--- src/rtl/ffl_pkg.sv ---
package ffl_pkg;
   typedef enum logic [1:0] {
      ST_IDLE = 2'd0,
      ST_SCAN = 2'd1,
      ST_WAIT = 2'd2
   } seq_state_t;
endpackage

--- src/rtl/ffl_lane_seq.sv ---
module ffl_lane_seq #(
   parameter int LANES = 4,
   parameter int IDX_W = $clog2(LANES)
) (
   input  logic             clk,
   input  logic             rst_n,
   input  logic             start,
   input  logic [LANES-1:0] act_mask,
   input  logic             mem_ack,
   input  logic             mem_fault,
   output logic             busy,
   output logic [IDX_W-1:0] lane,
   output logic             req,
   output logic             load_go,
   output logic             wr_en,
   output logic             fault_hit,
   output logic             done
);
   import ffl_pkg::*;

   localparam logic [IDX_W-1:0] LAST = IDX_W'(LANES - 1);

   seq_state_t       state;
   logic [LANES-1:0] mask_q;
   logic             at_last;

   assign busy      = (state != ST_IDLE);
   assign req       = (state == ST_WAIT);
   assign load_go   = start && (state == ST_IDLE);
   assign wr_en     = (state == ST_WAIT) && mem_ack && !mem_fault;
   assign fault_hit = (state == ST_WAIT) && mem_ack && mem_fault;
   assign at_last   = (lane == LAST);

   always_ff @(posedge clk or negedge rst_n) begin
      if (!rst_n) begin
         state  <= ST_IDLE;
         lane   <= '0;
         mask_q <= '0;
         done   <= 1'b0;
      end else begin
         done <= 1'b0;
         case (state)
            ST_IDLE: begin
               if (start) begin
                  mask_q <= act_mask;
                  lane   <= '0;
                  state  <= ST_SCAN;
               end
            end
            ST_SCAN: begin
               if (mask_q[lane]) begin
                  state <= ST_WAIT;
               end else if (at_last) begin
                  state <= ST_IDLE;
                  done  <= 1'b1;
               end else begin
                  lane <= lane + 1'b1;
               end
            end
            ST_WAIT: begin
               if (mem_ack) begin
                  if (mem_fault || at_last) begin
                     state <= ST_IDLE;
                     done  <= 1'b1;
                  end else begin
                     lane  <= lane + 1'b1;
                     state <= ST_SCAN;
                  end
               end
            end
            default: state <= ST_IDLE;
         endcase
      end
   end
endmodule

--- src/rtl/ffl_ffr_reg.sv ---
module ffl_ffr_reg #(
   parameter int LANES = 4,
   parameter int BPL   = 4,
   parameter int IDX_W = $clog2(LANES)
) (
   input  logic                   clk,
   input  logic                   rst_n,
   input  logic                   set_all,
   input  logic                   clr_en,
   input  logic [IDX_W-1:0]       clr_lane,
   output logic [LANES*BPL-1:0]   ffr_q
);
   for (genvar l = 0; l < LANES; l++) begin : g_lane
      logic kill;
      assign kill = clr_en && (clr_lane <= IDX_W'(l));
      always_ff @(posedge clk or negedge rst_n) begin
         if (!rst_n) begin
            ffr_q[l*BPL +: BPL] <= '1;
         end else if (kill) begin
            ffr_q[l*BPL +: BPL] <= '0;
         end else if (set_all) begin
            ffr_q[l*BPL +: BPL] <= '1;
         end
      end
   end
endmodule

--- src/rtl/ffl_dest_asm.sv ---
module ffl_dest_asm #(
   parameter int LANES  = 4,
   parameter int ELEM_W = 32,
   parameter int IDX_W  = $clog2(LANES)
) (
   input  logic                    clk,
   input  logic                    rst_n,
   input  logic                    clr_all,
   input  logic                    wr_en,
   input  logic [IDX_W-1:0]        wr_lane,
   input  logic [ELEM_W-1:0]       wr_data,
   output logic [LANES*ELEM_W-1:0] dest_q
);
   for (genvar l = 0; l < LANES; l++) begin : g_elem
      logic hit;
      assign hit = wr_en && (wr_lane == IDX_W'(l));
      always_ff @(posedge clk or negedge rst_n) begin
         if (!rst_n) begin
            dest_q[l*ELEM_W +: ELEM_W] <= '0;
         end else if (clr_all) begin
            dest_q[l*ELEM_W +: ELEM_W] <= '0;
         end else if (hit) begin
            dest_q[l*ELEM_W +: ELEM_W] <= wr_data;
         end
      end
   end
endmodule

--- src/rtl/ffl_gather_tracker.sv ---
module ffl_gather_tracker #(
   parameter int LANES  = 4,
   parameter int ELEM_W = 32,
   parameter int ADDR_W = 16
) (
   input  logic                         clk,
   input  logic                         rst_n,
   input  logic                         start,
   input  logic [LANES-1:0]             act_mask,
   input  logic [LANES*ADDR_W-1:0]      addr_vec,
   input  logic                         ffr_set,
   output logic                         mem_req,
   output logic [ADDR_W-1:0]            mem_addr,
   input  logic                         mem_ack,
   input  logic [ELEM_W-1:0]            mem_rdata,
   input  logic                         mem_fault,
   output logic [LANES*ELEM_W-1:0]      dest,
   output logic [LANES*(ELEM_W/8)-1:0]  ffr,
   output logic                         ffr_first,
   output logic                         busy,
   output logic                         done
);
   localparam int BPL   = ELEM_W / 8;
   localparam int FFR_W = LANES * BPL;
   localparam int IDX_W = $clog2(LANES);

   if (LANES < 2) begin : g_bad_lanes
      $error("ffl_gather_tracker: LANES must be at least 2");
   end
   if ((ELEM_W % 8) != 0 || ELEM_W < 8) begin : g_bad_elem
      $error("ffl_gather_tracker: ELEM_W must be a positive multiple of 8");
   end
   if (ADDR_W < 1) begin : g_bad_addr
      $error("ffl_gather_tracker: ADDR_W must be positive");
   end

   logic [IDX_W-1:0]        lane;
   logic                    load_go;
   logic                    wr_en;
   logic                    fault_hit;
   logic [LANES*ADDR_W-1:0] addr_q;

   ffl_lane_seq #(.LANES(LANES), .IDX_W(IDX_W)) u_seq (
      .clk       (clk),
      .rst_n     (rst_n),
      .start     (start),
      .act_mask  (act_mask),
      .mem_ack   (mem_ack),
      .mem_fault (mem_fault),
      .busy      (busy),
      .lane      (lane),
      .req       (mem_req),
      .load_go   (load_go),
      .wr_en     (wr_en),
      .fault_hit (fault_hit),
      .done      (done)
   );

   always_ff @(posedge clk or negedge rst_n) begin
      if (!rst_n) begin
         addr_q <= '0;
      end else if (load_go) begin
         addr_q <= addr_vec;
      end
   end

   assign mem_addr = addr_q[lane*ADDR_W +: ADDR_W];

   ffl_ffr_reg #(.LANES(LANES), .BPL(BPL), .IDX_W(IDX_W)) u_ffr (
      .clk      (clk),
      .rst_n    (rst_n),
      .set_all  (ffr_set),
      .clr_en   (fault_hit),
      .clr_lane (lane),
      .ffr_q    (ffr)
   );

   ffl_dest_asm #(.LANES(LANES), .ELEM_W(ELEM_W), .IDX_W(IDX_W)) u_dest (
      .clk     (clk),
      .rst_n   (rst_n),
      .clr_all (load_go),
      .wr_en   (wr_en),
      .wr_lane (lane),
      .wr_data (mem_rdata),
      .dest_q  (dest)
   );

   assign ffr_first = ffr[0];

   logic unused_ok;
   assign unused_ok = (FFR_W > 0);
endmodule

--- config.mk ---
export PLATFORM = sky130hd
export DESIGN_NAME = ffl_gather_tracker
export DESIGN_NICKNAME = d
export VERILOG_FILES = /design/src/rtl/ffl_pkg.sv /design/src/rtl/ffl_lane_seq.sv /design/src/rtl/ffl_ffr_reg.sv /design/src/rtl/ffl_dest_asm.sv /design/src/rtl/ffl_gather_tracker.sv
export SDC_FILE = /design/constraint.sdc
export NUM_CORES = 1
export LEC_CHECK = 0
export BUFFER_PORTS_ARGS = -buffer_cell sky130_fd_sc_hd__buf_2
export CORE_MARGIN = 3
export CORE_UTILIZATION = 50
export DETAILED_ROUTE_END_ITERATION = 7
export GPL_ROUTABILITY_DRIVEN = 0
export PLACE_DENSITY = 0.78
export SYNTH_ARGS = -nofsm -noshare
export SYNTH_HDL_FRONTEND = slang
export SYNTH_SLANG_ARGS = --single-unit
--- constraint.sdc ---
create_clock -name clk -period 2.43 [get_ports clk]
set_input_delay 0.243 -clock clk [delete_from_list [all_inputs] [get_ports clk]]
set_output_delay 0.243 -clock clk [all_outputs]
set_load 0.02 [all_outputs]
# Word-level counts from Yosys, hierarchy flattened
# Index checks and enable logic that the tools add are counted.
[totals] out_inout_bits=164 ff_bits=217 word_cells=92 input_bits=106
[classes] addsub=1 n_lt_le_gt_ge=5 mux=32 n_reduce_logical=29 eq_ne=11 n_shift=1
[op_table] cell="$mux 32" n=8
[op_table] cell="$shiftx 64x7->16" n=1
[op_table] cell="$mux 4" n=5
[op_table] cell="$mux 2" n=9
[op_table] cell="$reduce_bool 2->1" n=9
[op_table] cell="$logic_and 1x1->1" n=12
[op_table] cell="$pmux 2 s3" n=2
[op_table] cell="$ne 2x2->1 const B" n=4
[op_table] cell="$eq 2x2->1 const B" n=3
[op_table] cell="$mux 1" n=6
[op_table] cell="$reduce_and 6->1" n=1
[op_table] cell="$eq 2x1->1 const B" n=2
[op_table] cell="$le 2x1->1 const B" n=2
[op_table] cell="$le 2x2->1 const B" n=2
[op_table] cell="$logic_not 2->1" n=2
[op_table] cell="$lt 2x3->1 const B" n=1
[op_table] cell="$ne 3x1->1 const B" n=1
[op_table] cell="$reduce_and 3->1" n=1
[op_table] cell="$reduce_bool 3->1" n=1
[op_table] cell="$add 2x1->2 const B" n=1
[op_table] cell="$bmux 1 s2" n=1
[op_table] cell="$ne 2x1->1 const B" n=1
[op_table] cell="$pmux 1 s2" n=1
[op_table] cell="$reduce_and 2->1" n=1
[op_table] cell="other kinds (2)" n=2

# Logic depth before layout (Yosys ltp)
# Gate-level depths: netlist of the first run.
[logic_depth] ltp_word=6 mapped_depth=9

# Cells and area by module
# Synthesis of the first run repeated with hierarchy kept, for this count alone.
[hier_totals] hier_cells=682 area_unflattened_um2=9262.6
[by_module_without_submodules] mod="ffl_dest_asm" area_each_um2=5685.5 seq_area_each_um2=3203.1 cells_each=453 n_inst=1
[by_module_without_submodules] mod="ffl_gather_tracker" area_each_um2=2788.9 seq_area_each_um2=1601.5 cells_each=156 n_inst=1
[by_module_without_submodules] mod="ffl_lane_seq" area_each_um2=549.3 seq_area_each_um2=225.2 cells_each=49 n_inst=1
[by_module_without_submodules] mod="ffl_ffr_reg" area_each_um2=239.0 seq_area_each_um2=105.1 cells_each=24 n_inst=1

# Least setup slack after synthesis of the first run
# Ideal clock, no wire load.
[synth_path] kind="flip-flop to flip-flop" start="register u_seq.lane[0]" end="register u_dest.dest_q[10]" t_arrival_ns=1.836 slack_ns=0.517 stages_incl_launch_ff=10 period_less_slack_ns=1.913 setup_time_ns=0.077 t_required_ns=2.353 path_buffers=3 cell_sequence="dfrtp_1 buf_6 buf_2 inv_1 ha_1 inv_1 nor3_2 clkbuf_1 nand2_1 a21oi_1"
[synth_via] elab_chain_len=3
[synth_rtl] item="start, declared" line_no="ffl_lane_seq.sv:12" text="output logic [IDX_W-1:0] lane,"
[synth_rtl] item="start signal, assigned" line_no="ffl_lane_seq.sv:57" text="lane <= lane + 1'b1;"
[synth_rtl] item="start signal, assigned" line_no="ffl_lane_seq.sv:66" text="lane <= lane + 1'b1;"
[synth_rtl] item="$logic_not 2->1" line_no="ffl_dest_asm.sv:16" text="assign hit = wr_en && (wr_lane == IDX_W'(l));"
[synth_rtl] item="$logic_and 1x1->1" line_no="ffl_dest_asm.sv:16"
[synth_rtl] item="$reduce_bool 2->1 (no source line)"
[synth_rtl] item="end signal, assigned by index" line_no="ffl_dest_asm.sv:23" text="dest_q[l*ELEM_W +: ELEM_W] <= wr_data;"
[synth_rtl] item="end, declared" line_no="ffl_dest_asm.sv:12" text="output logic [LANES*ELEM_W-1:0] dest_q"
# Every way passes these cells.
# A chain may end at the register's enable or synchronous reset.

# Final worst setup path of the first run
[layout_path] start="register u_seq.lane[0]" end="output port mem_addr[0]"
[layout_via] elab_chain_len=1
[layout_rtl] item="$shiftx 64x7->16" line_no="ffl_gather_tracker.sv:67" text="assign mem_addr = addr_q[lane*ADDR_W +: ADDR_W];"
[layout_rtl] item="end, declared" line_no="ffl_gather_tracker.sv:13" text="output logic [ADDR_W-1:0] mem_addr,"
# Every way passes these cells.

==> results.cfg, run 1 <==
[outcome]
status = complete, no violations

[logic_synthesis]
ys_ff_latch = 205
synth_cell_types = 30
synth-async-reset-ratio_pct = 100
synth_edf_count = 0
synth-main-ff-cell = dfrtp_1
avgSynthCellArea_um2 = 10.9
synth_fp_nets = 910
synth_area_um2 = 8640
yosys-top-cells-count = 264 x nand2_1, 201 x dfrtp_1, 130 x a21oi_1
ys_seq_area_share_pct = 59.4
netlist_instances = 793
synth_area_leaders = dfrtp_1 58%, nand2_1 11%, mux2_2 8.9%, a21oi_1 7.5%, mux4_2 2.9%
synth_warnings = 0
synth_top_area_share_pct = 58.2
yosysMostFrequentCell = nand2_1
yosysTopAreaCell = dfrtp_1

[place]
portBuffers = 269
dpl.hpwl_mm = 15.7
placed_area_um2 = 10200

[worst_setup_path]
rr_endpoint = u_dest.dest_q[95]
crit_family = multiplexers
crit_start = u_seq.lane[0]
max_stage_delay_ps = 600
worstPathArrival_ps = 2030
reg2reg_setup_slack_ps = 390
end_kind = output pin
cp_slowest_cell = mux4_1
critPathKind = reg -> out
path_cells = buf_6 -> mux4_1 -> buf_2
reg2reg_from = u_seq.state[0]
cp-start-kind = register
cp.buffers_inverters = 2
cp.required_ps = 2190
path_max_fanout = 14
r2r_cells = 7

[routing]
routed_wl_mm = 25.9
drcViolationCount = 0
ant_nets = 0
firstDrtPassIters = 5
num_vias = 7277
drt_iter0_drc = 432
wl_per_cell_um = 19.2
avgViaCountPerCell = 5.40

[finish]
diodes = 0
stdcell_area_um2 = 11600
fin_nets = 1230
drive_above_1_share_pct = 36.2
area_growth_pct = 34.1

[power_and_ir_drop]
power_density_nw_per_um2 = 993
leakagePower_uw = 0.00560
peakVddDrop_mv = 0.953

[clocking]
cts_setup_buffers = 0
cts.htree.levels = 1
clockRootBuffer = clkbuf_16
clock_latency_ps = 500
cts_made_buffers = 22
cts_tree = done
clk_pin_slew_ps = 60
clockBufferDepth = 3
clkSinkCount = 205

[sta]
fin_skew_ps = 7.94
setup_viol = 0
hold_ws_ps = 17.4
clock.fmax_mhz = 440
hold_viol_final = 0
final.min_clock_period_ps = 2270
worst_slew_pin_slew_ps = 530
slew_headroom_pct = 64.7
rsz0062_at_grt = no
drv_slew = 0
fin_tns_setup_ps = 0
fin_crit_sh_pct = 93.5

[floorplanning]
rows = 47
core_um2 = 16800
initial_core_util_pct = 51.6
die-width_um = 137
die_area_um2 = 18900
io_pins = 270
die_h_um = 137

[flow_run]
drv_cap = 0

[grt]
grt_max_degree = 105
grt_pass1_vias = 7320
grt_usage_pct = 27.1
grt_overflow_total = 0
antenna_found_initial = 0
grt_pass1_wl_mm = 39.8

[hold_path]
whs_path_depth = 3
hold_end = u_dest.dest_q[22]
hold_path.class = in -> reg
hp-start = mem_rdata[22]
## report_power, final
group	switching, µW	internal [µW]
Clock	1320	1930
Combinational	1940	1630
Sequential	519	4160
## layout by cell type (no fill, tap or decap), types with 6 or more instances in the layout
master	Yosys	layout
buf_12	0	6
nand2_1	264	264
dlygate4sd3_1	0	71
dfrtp_1	201	200
buf_2	32	268
a21oi_1	130	130
clkbuf_1	13	7
buf_4	13	14
mux2_2	68	68
ha_1	11	11
clkbuf_16	0	23
inv_1	7	7
mux4_1	6	6
mux4_2	11	11
## layer usage
metal / wire length, µm / track usage, % / up-vias / share of wire (%)
li1: - / - / 3293 / -
met1: 9700 / 33.6 / 3557 / 37
met2: 13000 / 47.4 / 363 / 50
met3: 2270 / 5.59 / 64 / 8.8
met4: 884 / 8.65 / 0 / 3.4
met5: 0 / 0 / - / 0
## state kept, by name, indices dropped and copies added, names as in the netlist
register and cells:
u_seq.done 1, addr_q 64, u_dest.dest_q 128, u_seq.lane 2, u_seq.mask_q 4, u_ffr.ffr_q 4, u_seq.state 2
## stage by stage
stage / utilization (%) / setup slack, ps / power, µW / instances
finish: 69.2 / 158 / 11500 / 1347
global route: 69.2 / 80.5 / 12000 / 1347
CTS: 69.2 / 42.8 / 11400 / 1347
detailed placement: 60.7 / 440 / 7990 / 1238
global placement: 60.7 / 511 / 7880 / 1238
floorplan: - / 517 / 6910 / 793
## cell families (layout without fill, tap and decap cells)
group / after synthesis / count (layout) / share of synthesized area (%)
flops: 205 / 205 / 59.4
mux: 87 / 87 / 13.8
fa+ha+maj: 11 / 11 / 1.59
compound gates: 139 / 139 / 8.28
simple gates: 279 / 279 / 12.7
buf+inv: 72 / 406 / 4.24
## timing repair
| action | 4_1_cts | 5_1_grt |
|---|---|---|
| setup endpoints to repair | 6 | 9 |
| hold buffers | 71 | 0 |
| resized for setup | 1 | 1 |
| endpoints found under the hold margin | 132 | 0 |
## worst max-delay path by stage
stage                              to  slack [ps]  cells after the start
floorplan           u_dest.dest_q[10]         520                      9
global placement          mem_addr[0]         510                      3
detailed placement  u_dest.dest_q[87]         440                      7
CTS                      mem_addr[14]          40                      3
global route              mem_addr[0]          80                      3
finish                    mem_addr[0]         160                      3
## worst reg2reg max path, stage by stage (launching register included)
cell and delay, ps:
dfrtp_1 430, inv_1 130, ha_1 300, nand2_1 210, nor3b_4 220, buf_4 380
nand2_1 150, a21oi_1 150
## cell type report
cell class	instances	area [µm²]
Clock buffer	33	643
Clock inverter	5	55.1
Fill cell	1199	5160
Inverter	7	26.3
Multi-Input combinational cell	516	3160
Sequential cell	205	5140
Tap cell	220	275
Timing Repair Buffer	361	2300
No activity file was read; power rests on OpenSTA's default activity.
==> run 2, diff against run 1 <==
--- a/config.mk
+++ b/config.mk
@@ -5,12 +5,11 @@
 export SDC_FILE = /design/constraint.sdc
 export NUM_CORES = 1
 export LEC_CHECK = 0
-export BUFFER_PORTS_ARGS = -buffer_cell sky130_fd_sc_hd__buf_2
 export CORE_MARGIN = 3
 export CORE_UTILIZATION = 50
 export DETAILED_ROUTE_END_ITERATION = 7
+export DONT_BUFFER_PORTS = 1
 export GPL_ROUTABILITY_DRIVEN = 0
-export PLACE_DENSITY = 0.78
 export SYNTH_ARGS = -nofsm -noshare
 export SYNTH_HDL_FRONTEND = slang
 export SYNTH_SLANG_ARGS = --single-unit
==> results.cfg, run 2 (synthesis results as in run 1) <==
[outcome]
status = finished, violations left
violations = hold timing

[grt]
grtUsageMet3_pct = 9.06
antenna_found_initial = 0
busiest_layer = met2
grt_overflow_total = 0
use_met1_pct = 28.1
grt_pass1_vias = 6380
grt_pass1_wl_mm = 34.7
grt_usage_pct = 23.4
grt_max_degree = 206
grt_use_met2_pct = 39.0

[sta]
clock.fmax_mhz = 449
fin_skew_ps = 11.3
setup_viol = 0
worst_slew_pin_slew_ps = 753
fin_tns_setup_ps = 0
drv_slew = 0
slew_headroom_pct = 49.8
fin_crit_sh_pct = 91.6
rsz0062_at_grt = no
hold_viol_final = 205
final.min_clock_period_ps = 2230
hold_ws_ps = -557

[finish]
largest_register = u_dest.dest_q
area_growth_pct = 21.8
layout_common_cells = 264 x nand2_1, 201 x dfrtp_1, 130 x a21oi_1
multi_input_area_um2 = 3160
reg_top3 = u_dest.dest_q x128, addr_q x64
stdcell_area_um2 = 10500
seqCellArea_um2 = 5130
nFillCells = 1301
drive_above_1_share_pct = 15.2
largest_register_ffs = 128
layout_commonest_cell = nand2_1
fin_nets = 989

[routing]
drt_iter0_drc = 415
avgViaCountPerCell = 5.56
drcViolationCount = 0
firstDrtPassIters = 5
routed_wl_mm = 22.7
num_vias = 6170
wl_per_cell_um = 20.5
ant_nets = 0

[worst_setup_path]
end_kind = output pin
crit_family = multiplexers
cp.buffers_inverters = 1
path_cells = buf_12 -> mux4_1
cp-start-kind = register
worstPathArrival_ps = 1980
cp.required_ps = 2190
path_max_fanout = 16
critPathKind = reg -> out
cp_slowest_cell = mux4_1
max_stage_delay_ps = 720

[clocking]
clockRootBuffer = clkbuf_16
clkSinkCount = 205
cts_tree = done
post_cts_resized = 0
cts_made_buffers = 22
cts_setup_buffers = 0
cts.htree.levels = 1
clockBufferDepth = 3
cts_hold_buf = 103
clock_latency_ps = 500
clk_pin_slew_ps = 60

[place]
portBuffers = 0
dpl.hpwl_mm = 14.4
placed_area_um2 = 8770

[power_and_ir_drop]
peakVddDrop_mv = 0.906
leakagePower_uw = 0.00448
power.total_uw = 10900
power_density_nw_per_um2 = 1040

[floorplanning]
die_area_um2 = 18900
io_pins = 270
core_um2 = 16800
initial_core_util_pct = 51.6
die_h_um = 137
die-width_um = 137
rows = 47

[flow_run]
drv_cap = 0

[hold_path]
hold_path.class = in -> async
==> run 2: final cells by class <==
cell class / instances / area share (%)
Timing Repair Buffer: 120 / 11.5
Sequential cell: 205 / 48.8
Clock buffer: 33 / 6.01
Tap cell: 220 / 2.62
Antenna cell: 1 / 0.0238
Inverter: 7 / 0.250
Multi-Input combinational cell: 516 / 30.0
Clock inverter: 7 / 0.844
==> run 2: final timing paths <==
check                          startpoint  slack, ps  cells past startpoint                 end
hold reg to reg                addr_q[31]        500                      1          addr_q[31]
max in group asynchronous           rst_n       2540                      0  u_dest.dest_q[116]
hold / removal                      rst_n       -560                      0   u_dest.dest_q[88]
min in group clk                mem_fault         60                      3          u_seq.done
setup reg to reg           u_seq.state[0]        490                      7   u_dest.dest_q[39]
setup / recovery            u_seq.lane[0]        200                      2         mem_addr[0]
==> run 2: power by group <==
group / switching [µW] / internal, µW
combinational: 1420 / 1340
clock: 1320 / 2020
sequential: 679 / 4160
total: 3420 / 7510
==> run 2: metal layers <==
metal / wire length, µm / share of wire [%] / vias to the layer above
met5: 0 / 0 / -
met4: 601 / 2.6 / 0
met3: 2610 / 11 / 41
met2: 11100 / 49 / 277
met1: 8420 / 37 / 3049
li1: - / - / 2803
==> run 2: stage by stage <==
step	worst slack [ps]	utilization (%)	hold WS (ps)	instances
2_1_floorplan	517	-	-52.6	793
3_3_place_gp	625	52.3	-48.0	965
3_5_place_dp	527	52.3	-48.1	965
4_1_cts	164	62.8	-580	1108
5_1_grt	118	62.8	-583	1108
6_report	204	62.8	-557	1109
